===== config.mk =====
export PLATFORM = sky130hd
export DESIGN_NAME = bmx_master
export DESIGN_NICKNAME = d
export VERILOG_FILES = /design/src/rtl/bmx_pkg.sv /design/src/rtl/bmx_cmd_track.sv /design/src/rtl/bmx_park_slot.sv /design/src/rtl/bmx_master.sv
export SDC_FILE = /design/constraint.sdc
export NUM_CORES = 1
export LEC_CHECK = 0
export ABC_AREA = 1
export ABC_CLOCK_PERIOD_IN_PS = 3000
export BUFFER_PORTS_ARGS = -buffer_cell sky130_fd_sc_hd__buf_2
export CORE_MARGIN = 5
export CORE_UTILIZATION = 50
export CTS_BUF_LIST = sky130_fd_sc_hd__clkbuf_8
export DETAILED_ROUTE_END_ITERATION = 10
export PLACE_DENSITY = 0.9
export SKIP_CTS_REPAIR_TIMING = 1
export SYNTH_ARGS = -nofsm -noshare
export SYNTH_HDL_FRONTEND = slang
export SYNTH_HIERARCHICAL = 1
export SYNTH_SLANG_ARGS = --single-unit

===== constraint.sdc =====
create_clock -name hclk -period 3 [get_ports hclk]
set_clock_uncertainty 0.1 [all_clocks]
set_input_delay 0.3 -clock hclk [delete_from_list [all_inputs] [get_ports hclk]]
set_output_delay 0.3 -clock hclk [all_outputs]
set_load 0.1 [all_outputs]

===== src/rtl/bmx_pkg.sv =====
package bmx_pkg;

  typedef enum logic [3:0] {
    ST_IDLE, ST_ASK,
    ST_WR_FIRST, ST_WR_NEXT, ST_WR_TAIL, ST_WR_PARK,
    ST_RD_FIRST, ST_RD_NEXT, ST_RD_TAIL, ST_RD_PARK
  } bmx_state_e;

  localparam logic [1:0] TR_IDLE   = 2'b00;
  localparam logic [1:0] TR_NONSEQ = 2'b10;
  localparam logic [1:0] TR_SEQ    = 2'b11;

  localparam logic [1:0] RSP_OKAY  = 2'b00;
  localparam logic [1:0] RSP_ERR   = 2'b01;

  localparam int unsigned LEN_W = 5;
  localparam int unsigned CNT_W = LEN_W - 1;

  // beats in a burst for a given code; unlisted codes run as one beat
  function automatic logic [LEN_W-1:0] burst_beats(input logic [2:0] code);
    case (code)
      3'b011:  burst_beats = LEN_W'(4);
      3'b101:  burst_beats = LEN_W'(8);
      3'b111:  burst_beats = LEN_W'(16);
      default: burst_beats = LEN_W'(1);
    endcase
  endfunction

endpackage


===== src/rtl/bmx_cmd_track.sv =====
module bmx_cmd_track
  import bmx_pkg::*;
#(
  parameter int ADDR_W = 32,
  parameter int DATA_W = 32
) (
  input  logic              clk,
  input  logic              rstn,
  input  logic              load,
  input  logic              step,
  input  logic [ADDR_W-1:0] ld_addr,
  input  logic [2:0]        ld_burst,
  input  logic              ld_write,
  input  logic              ld_lock,
  output logic [ADDR_W-1:0] addr,
  output logic [2:0]        burst,
  output logic              write,
  output logic              lock,
  output logic              last
);
  localparam int BYTES = DATA_W / 8;

  logic [CNT_W-1:0] cnt_q;

  always_ff @(posedge clk or negedge rstn) begin
    if (!rstn) begin
      addr  <= '0;
      burst <= '0;
      write <= 1'b0;
      lock  <= 1'b0;
      cnt_q <= '0;
    end else if (load) begin
      addr  <= ld_addr;
      burst <= ld_burst;
      write <= ld_write;
      lock  <= ld_lock;
      cnt_q <= '0;
    end else if (step) begin
      addr  <= addr + ADDR_W'(BYTES);
      cnt_q <= cnt_q + 1'b1;
    end
  end

  assign last = ({1'b0, cnt_q} == (burst_beats(burst) - LEN_W'(1)));


  cnt_bound_chk: assert property (@(posedge clk) disable iff (!rstn)
    {1'b0, cnt_q} < burst_beats(burst));

endmodule


===== src/rtl/bmx_park_slot.sv =====
module bmx_park_slot
  import bmx_pkg::*;
(
  input  logic       clk,
  input  logic       rstn,
  input  logic       save,
  input  bmx_state_e cur,
  output bmx_state_e held
);
  always_ff @(posedge clk or negedge rstn) begin
    if (!rstn)     held <= ST_IDLE;
    else if (save) held <= cur;
  end
endmodule


===== src/rtl/bmx_master.sv =====
module bmx_master
  import bmx_pkg::*;
#(
  parameter int ADDR_W = 32,
  parameter int DATA_W = 32
) (
  input  logic              hclk,
  input  logic              hrstn,
  input  logic              cmd_req,
  input  logic              cmd_write,
  input  logic [ADDR_W-1:0] cmd_addr,
  input  logic [2:0]        cmd_burst,
  input  logic              cmd_lock,
  input  logic [DATA_W-1:0] cmd_wdata,
  output logic              cmd_busy,
  output logic              cmd_done,
  output logic              cmd_err,
  output logic [DATA_W-1:0] rd_data,
  output logic              rd_valid,
  output logic              hbusreq,
  output logic              hlock,
  input  logic              hgrant,
  output logic [1:0]        htrans,
  output logic [ADDR_W-1:0] haddr,
  output logic              hwrite,
  output logic [2:0]        hsize,
  output logic [2:0]        hburst,
  output logic [DATA_W-1:0] hwdata,
  input  logic [DATA_W-1:0] hrdata,
  input  logic              hready,
  input  logic [1:0]        hresp
);
  localparam logic [2:0] SIZE_CODE = 3'($clog2(DATA_W / 8));

  bmx_state_e state_q, state_d, park_state;
  logic wr_q, lock_q, last_beat;

  // named internal events
  logic at_first, at_next, at_tail, in_beat, in_xfer;
  logic grant_lost, resp_err, resp_rewind, beat_take, tail_done, load_cmd, step_addr;

  assign at_first = (state_q == ST_WR_FIRST) || (state_q == ST_RD_FIRST);
  assign at_next  = (state_q == ST_WR_NEXT)  || (state_q == ST_RD_NEXT);
  assign at_tail  = (state_q == ST_WR_TAIL)  || (state_q == ST_RD_TAIL);
  assign in_beat  = at_first || at_next;
  assign in_xfer  = in_beat || at_tail;

  assign grant_lost  = in_xfer && !hgrant;
  assign resp_err    = in_xfer && hgrant && (hresp == RSP_ERR);
  assign resp_rewind = in_xfer && hgrant && hresp[1];
  assign beat_take   = in_beat && hgrant && hready && (hresp == RSP_OKAY);
  assign tail_done   = at_tail && hgrant && hready && (hresp == RSP_OKAY);
  assign load_cmd    = (state_q == ST_IDLE) && cmd_req;
  assign step_addr   = beat_take && !last_beat;

  bmx_cmd_track #(.ADDR_W(ADDR_W), .DATA_W(DATA_W)) u_track (
    .clk(hclk), .rstn(hrstn), .load(load_cmd), .step(step_addr),
    .ld_addr(cmd_addr), .ld_burst(cmd_burst), .ld_write(cmd_write), .ld_lock(cmd_lock),
    .addr(haddr), .burst(hburst), .write(wr_q), .lock(lock_q), .last(last_beat)
  );

  bmx_park_slot u_park (
    .clk(hclk), .rstn(hrstn), .save(grant_lost), .cur(state_q), .held(park_state)
  );

  always_comb begin
    state_d = state_q;
    case (state_q)
      ST_IDLE:    if (cmd_req) state_d = ST_ASK;
      ST_ASK:     if (hgrant)  state_d = wr_q ? ST_WR_FIRST : ST_RD_FIRST;
      ST_WR_PARK,
      ST_RD_PARK: if (hgrant)  state_d = park_state;
      default: begin
        if (grant_lost)       state_d = wr_q ? ST_WR_PARK : ST_RD_PARK;
        else if (resp_err)    state_d = ST_IDLE;
        else if (resp_rewind) state_d = ST_ASK;
        else if (beat_take)   state_d = last_beat ? (wr_q ? ST_WR_TAIL : ST_RD_TAIL)
                                                  : (wr_q ? ST_WR_NEXT : ST_RD_NEXT);
        else if (tail_done)   state_d = ST_IDLE;
      end
    endcase
  end

  always_ff @(posedge hclk or negedge hrstn) begin
    if (!hrstn) state_q <= ST_IDLE;
    else        state_q <= state_d;
  end

  // Mealy transfer type: a beat is only driven while granted
  always_comb begin
    htrans = TR_IDLE;
    if (hgrant && at_first) htrans = TR_NONSEQ;
    if (hgrant && at_next)  htrans = TR_SEQ;
  end

  assign cmd_busy = (state_q != ST_IDLE);
  assign hbusreq  = cmd_busy;
  assign hlock    = cmd_busy && lock_q;
  assign hwrite   = wr_q;
  assign hsize    = SIZE_CODE;
  assign hwdata   = cmd_wdata;
  assign rd_data  = hrdata;
  assign rd_valid = beat_take && !wr_q;
  assign cmd_done = tail_done;
  assign cmd_err  = resp_err;


  accept_step_chk: assert property (@(posedge hclk) disable iff (!hrstn)
    (htrans != TR_IDLE && hready && hresp == RSP_OKAY && !last_beat)
      |=> haddr == $past(haddr) + ADDR_W'(DATA_W / 8));


  done_idle_chk: assert property (@(posedge hclk) disable iff (!hrstn)
    cmd_done |=> (!cmd_busy && !hbusreq));


  park_hold_chk: assert property (@(posedge hclk) disable iff (!hrstn)
    grant_lost |=> (hbusreq && htrans == TR_IDLE && $stable(haddr)));


  rewind_hold_chk: assert property (@(posedge hclk) disable iff (!hrstn)
    (htrans != TR_IDLE && hresp[1]) |=> (hbusreq && htrans == TR_IDLE && $stable(haddr)));


  err_release_chk: assert property (@(posedge hclk) disable iff (!hrstn)
    cmd_err |=> !cmd_busy);

endmodule


==> results.toml <==
[route]
drtIter0Drc = 237
route.met3.wl_um = 792
dr.max_layer_used = "met4"
routed_wl_mm = 9.38
dr.pass1.iters = 5
m1WireLength_mm = 3.66
wl_per_cell_um = 14.5
vias = 3435
routed_via_density = 5.33
detail-route-antenna-nets = 0
drc = 0
dr_wl_met2_mm = 4.74

[flow_run]
maxCapViolations = 0

[cts]
cts_inserted_buffers = 5
clkLatencyLatePin_ns = 0.31
cts_tree = "done"
clockBufferDepth = 2
htree_levels = 2
clk_pin_slew_ns = 0.09
clock-sinks = 49
root_buffer = "clkbuf_8"

[placed_design]
io_buffers = 87
routabilityCongestion = 0.916
dp_cells = 636
dpl-instance-area_mm2 = 0.00384
dp_hpwl_mm = 7.11

[hold_path]
hold_path.class = "in2async"

[cells_and_area]
finalInstanceArea_mm2 = 0.00395
final_net_count = 655
fin_cells = 645
final_cell_mix = "154 x nand2_1, 87 x buf_2, 49 x dfrtp_1"
drive_gt1_share_pct = 27.3
multi_input_area_mm2 = 0.00186
regArea_mm2 = 0.00123
area_growth_syn_to_layout_pct = 3.81
fill_cells = 679
final_common_cell = "nand2_1"

[floorplan]
start_util_pct = 52.0
die_y_um = 97.3
coreArea_mm2 = 0.00733
dieArea_mm2 = 0.00946
io_pins = 219
rows = 31
die_w_um = 97.3

[timing]
finalSetupViolCount = 0
min_period_ns = 2.19
maxSlewHeadroom_pct = 27.8
fin_hold_ws_ns = 0.0918
maxSlewViolCount = 0
min_period_over_period_pct = 73.1
tightest_slew_ns = 1.08
fmax_mhz = 456
setup_tns_ns = 0
rsz0062_at_grt = "false"
finalHoldViolCount = 0

[synth]
syn_area_mm2 = 0.00381
synth-edff-count = 0
ys_types = 44
yosysWarnings = 6
synth_area_per_cell_um2 = 7.28
netlist_instances = 523
ys_seq_elements = 49
synth.top_cell.area_share_pct = 32.2
synth-seq-area-share_pct = 32.2
synthTopCellsByArea = "dfrtp_1 32%, nand2_1 15%, buf_4 13%, a22oi_1 4.9%, nand3_1 4.7%"
yosysTopAreaCell = "dfrtp_1"
synth_flop_cell = "dfrtp_1"
synthArstFlopShare_pct = 100

[setup_path]
endpoint_kind = "output port"
rrSetupSlack_ns = 0.81
start_kind = "flop"
path_max_fanout = 6
required_ns = 2.60
path_class = "reg2out"
critPathLaunch = "state_q[1]$_DFFE_PN0P_"
worst_path_largest_cell_delay_ns = 0.49
crit_slowest_cell = "dfrtp_1"
worstPathCellList = "inv_2 -> nor2_1 -> inv_1 -> nand2_2 -> and3_1 -> buf_2"
cp.arrival_ns = 1.79
reg2reg_from = "u_track/burst[2]$_DFFE_PN0P_"

[grt]
grt_start_max_net_pins = 50
grt.overflow.total = 0
antenna_found_initial = 0
grt_pass1_wl_mm = 15.9
grt_usage_pct = 19.8
grt_pass1_vias = 3489

[power]
finalPower_mw = 1.57
leakage_nw = 2.03
power_density_mw_per_mm2 = 396
vdd_drop_max_mv = 0.273

[run_status]
status = "finished clean"
kinds of logic after synthesis:
kind of cell	count (synthesis)	synth area share, %
AND/OR/NAND/NOR	276	32.8
AO/OA/AOI/OAI	56	10.1
multiplexers	7	2.07
adder cells (fa/ha/maj)	3	0.986
flip-flops	49	32.2
other	2	0.197
XOR/XNOR	9	2.27
buffers and inverters	121	19.4
metal layers:
layer  vias up  track usage (%)
li1       1649                -
met1      1598             22.4
met2       155             36.8
met3        33             4.74
met4         0             5.96
met5         -                0
sequential cells by signal, summed over array words and instances (netlist names):
register       cells
u_track/cnt_q      4
u_track/lock       1
u_track/burst      3
u_track/write      1
u_park/held        4
state_q            4
u_track/addr      32
synth_stat cells, types with 2 or more instances:
cell,count
mux2_2,7
nand3b_1,2
nand2_1,154
xor2_1,7
clkbuf_1,2
buf_2,4
buf_4,68
inv_2,6
conb_1,2
a31oi_1,2
nand3_1,36
a21oi_1,4
nand2_4,2
nor2_2,13
nor2_8,2
nand2_2,9
buf_6,2
and2_1,2
o21ai_0,8
inv_1,36
nor3_1,4
nor2_1,43
ha_1,3
a22oi_1,25
o211ai_1,4
dfrtp_1,49
o21bai_1,3
nor2_4,4
nand4_1,2
o21ai_1,4
worst paths after layout:
check                      depth (start not counted)                           end
setup / recovery                                   6                       cmd_err
hold / removal                                     1   u_track/addr[2]$_DFFE_PN0N_
setup reg to reg                                  13   u_track/addr[5]$_DFFE_PN0N_
hold reg to reg                                    2    u_park/held[3]$_DFFE_PN0P_
max in group asynchronous                          1  u_track/addr[22]$_DFFE_PN0N_
min in group hclk                                  2  u_track/burst[1]$_DFFE_PN0P_
through the flow:
step	utilization, %	worst slack (ns)
after global placement	52.3	0.983
after CTS	53.9	0.814
final	53.9	0.807
after detailed placement	52.3	0.888
after floorplan	-	0.305
after global routing	53.9	0.501
layout make-up:
type | count | area share (%)
clock buffers | 5 | 1.74
diodes | 1 | 0.0633
repair buffers | 90 | 11.6
clock inverters | 3 | 1.17
multi-input cells | 354 | 47.1
inverters | 44 | 4.24
flip-flops and latches | 49 | 31.0
well taps | 99 | 3.13
worst max-delay path, delay by kind of cell (launching register included):
kind / cells / cell delay (ns)
buffers and inverters: 3 / 0.58
DFF: 1 / 0.49
and+or+nand+nor: 3 / 0.41
where the power goes:
group / switching (mW) / internal [mW] / total, mW
Clock: 0.238 / 0.250 / 0.487
Combinational: 0.284 / 0.0692 / 0.353
Sequential: 0.0399 / 0.686 / 0.725
No activity file was read; power rests on OpenSTA's default activity.
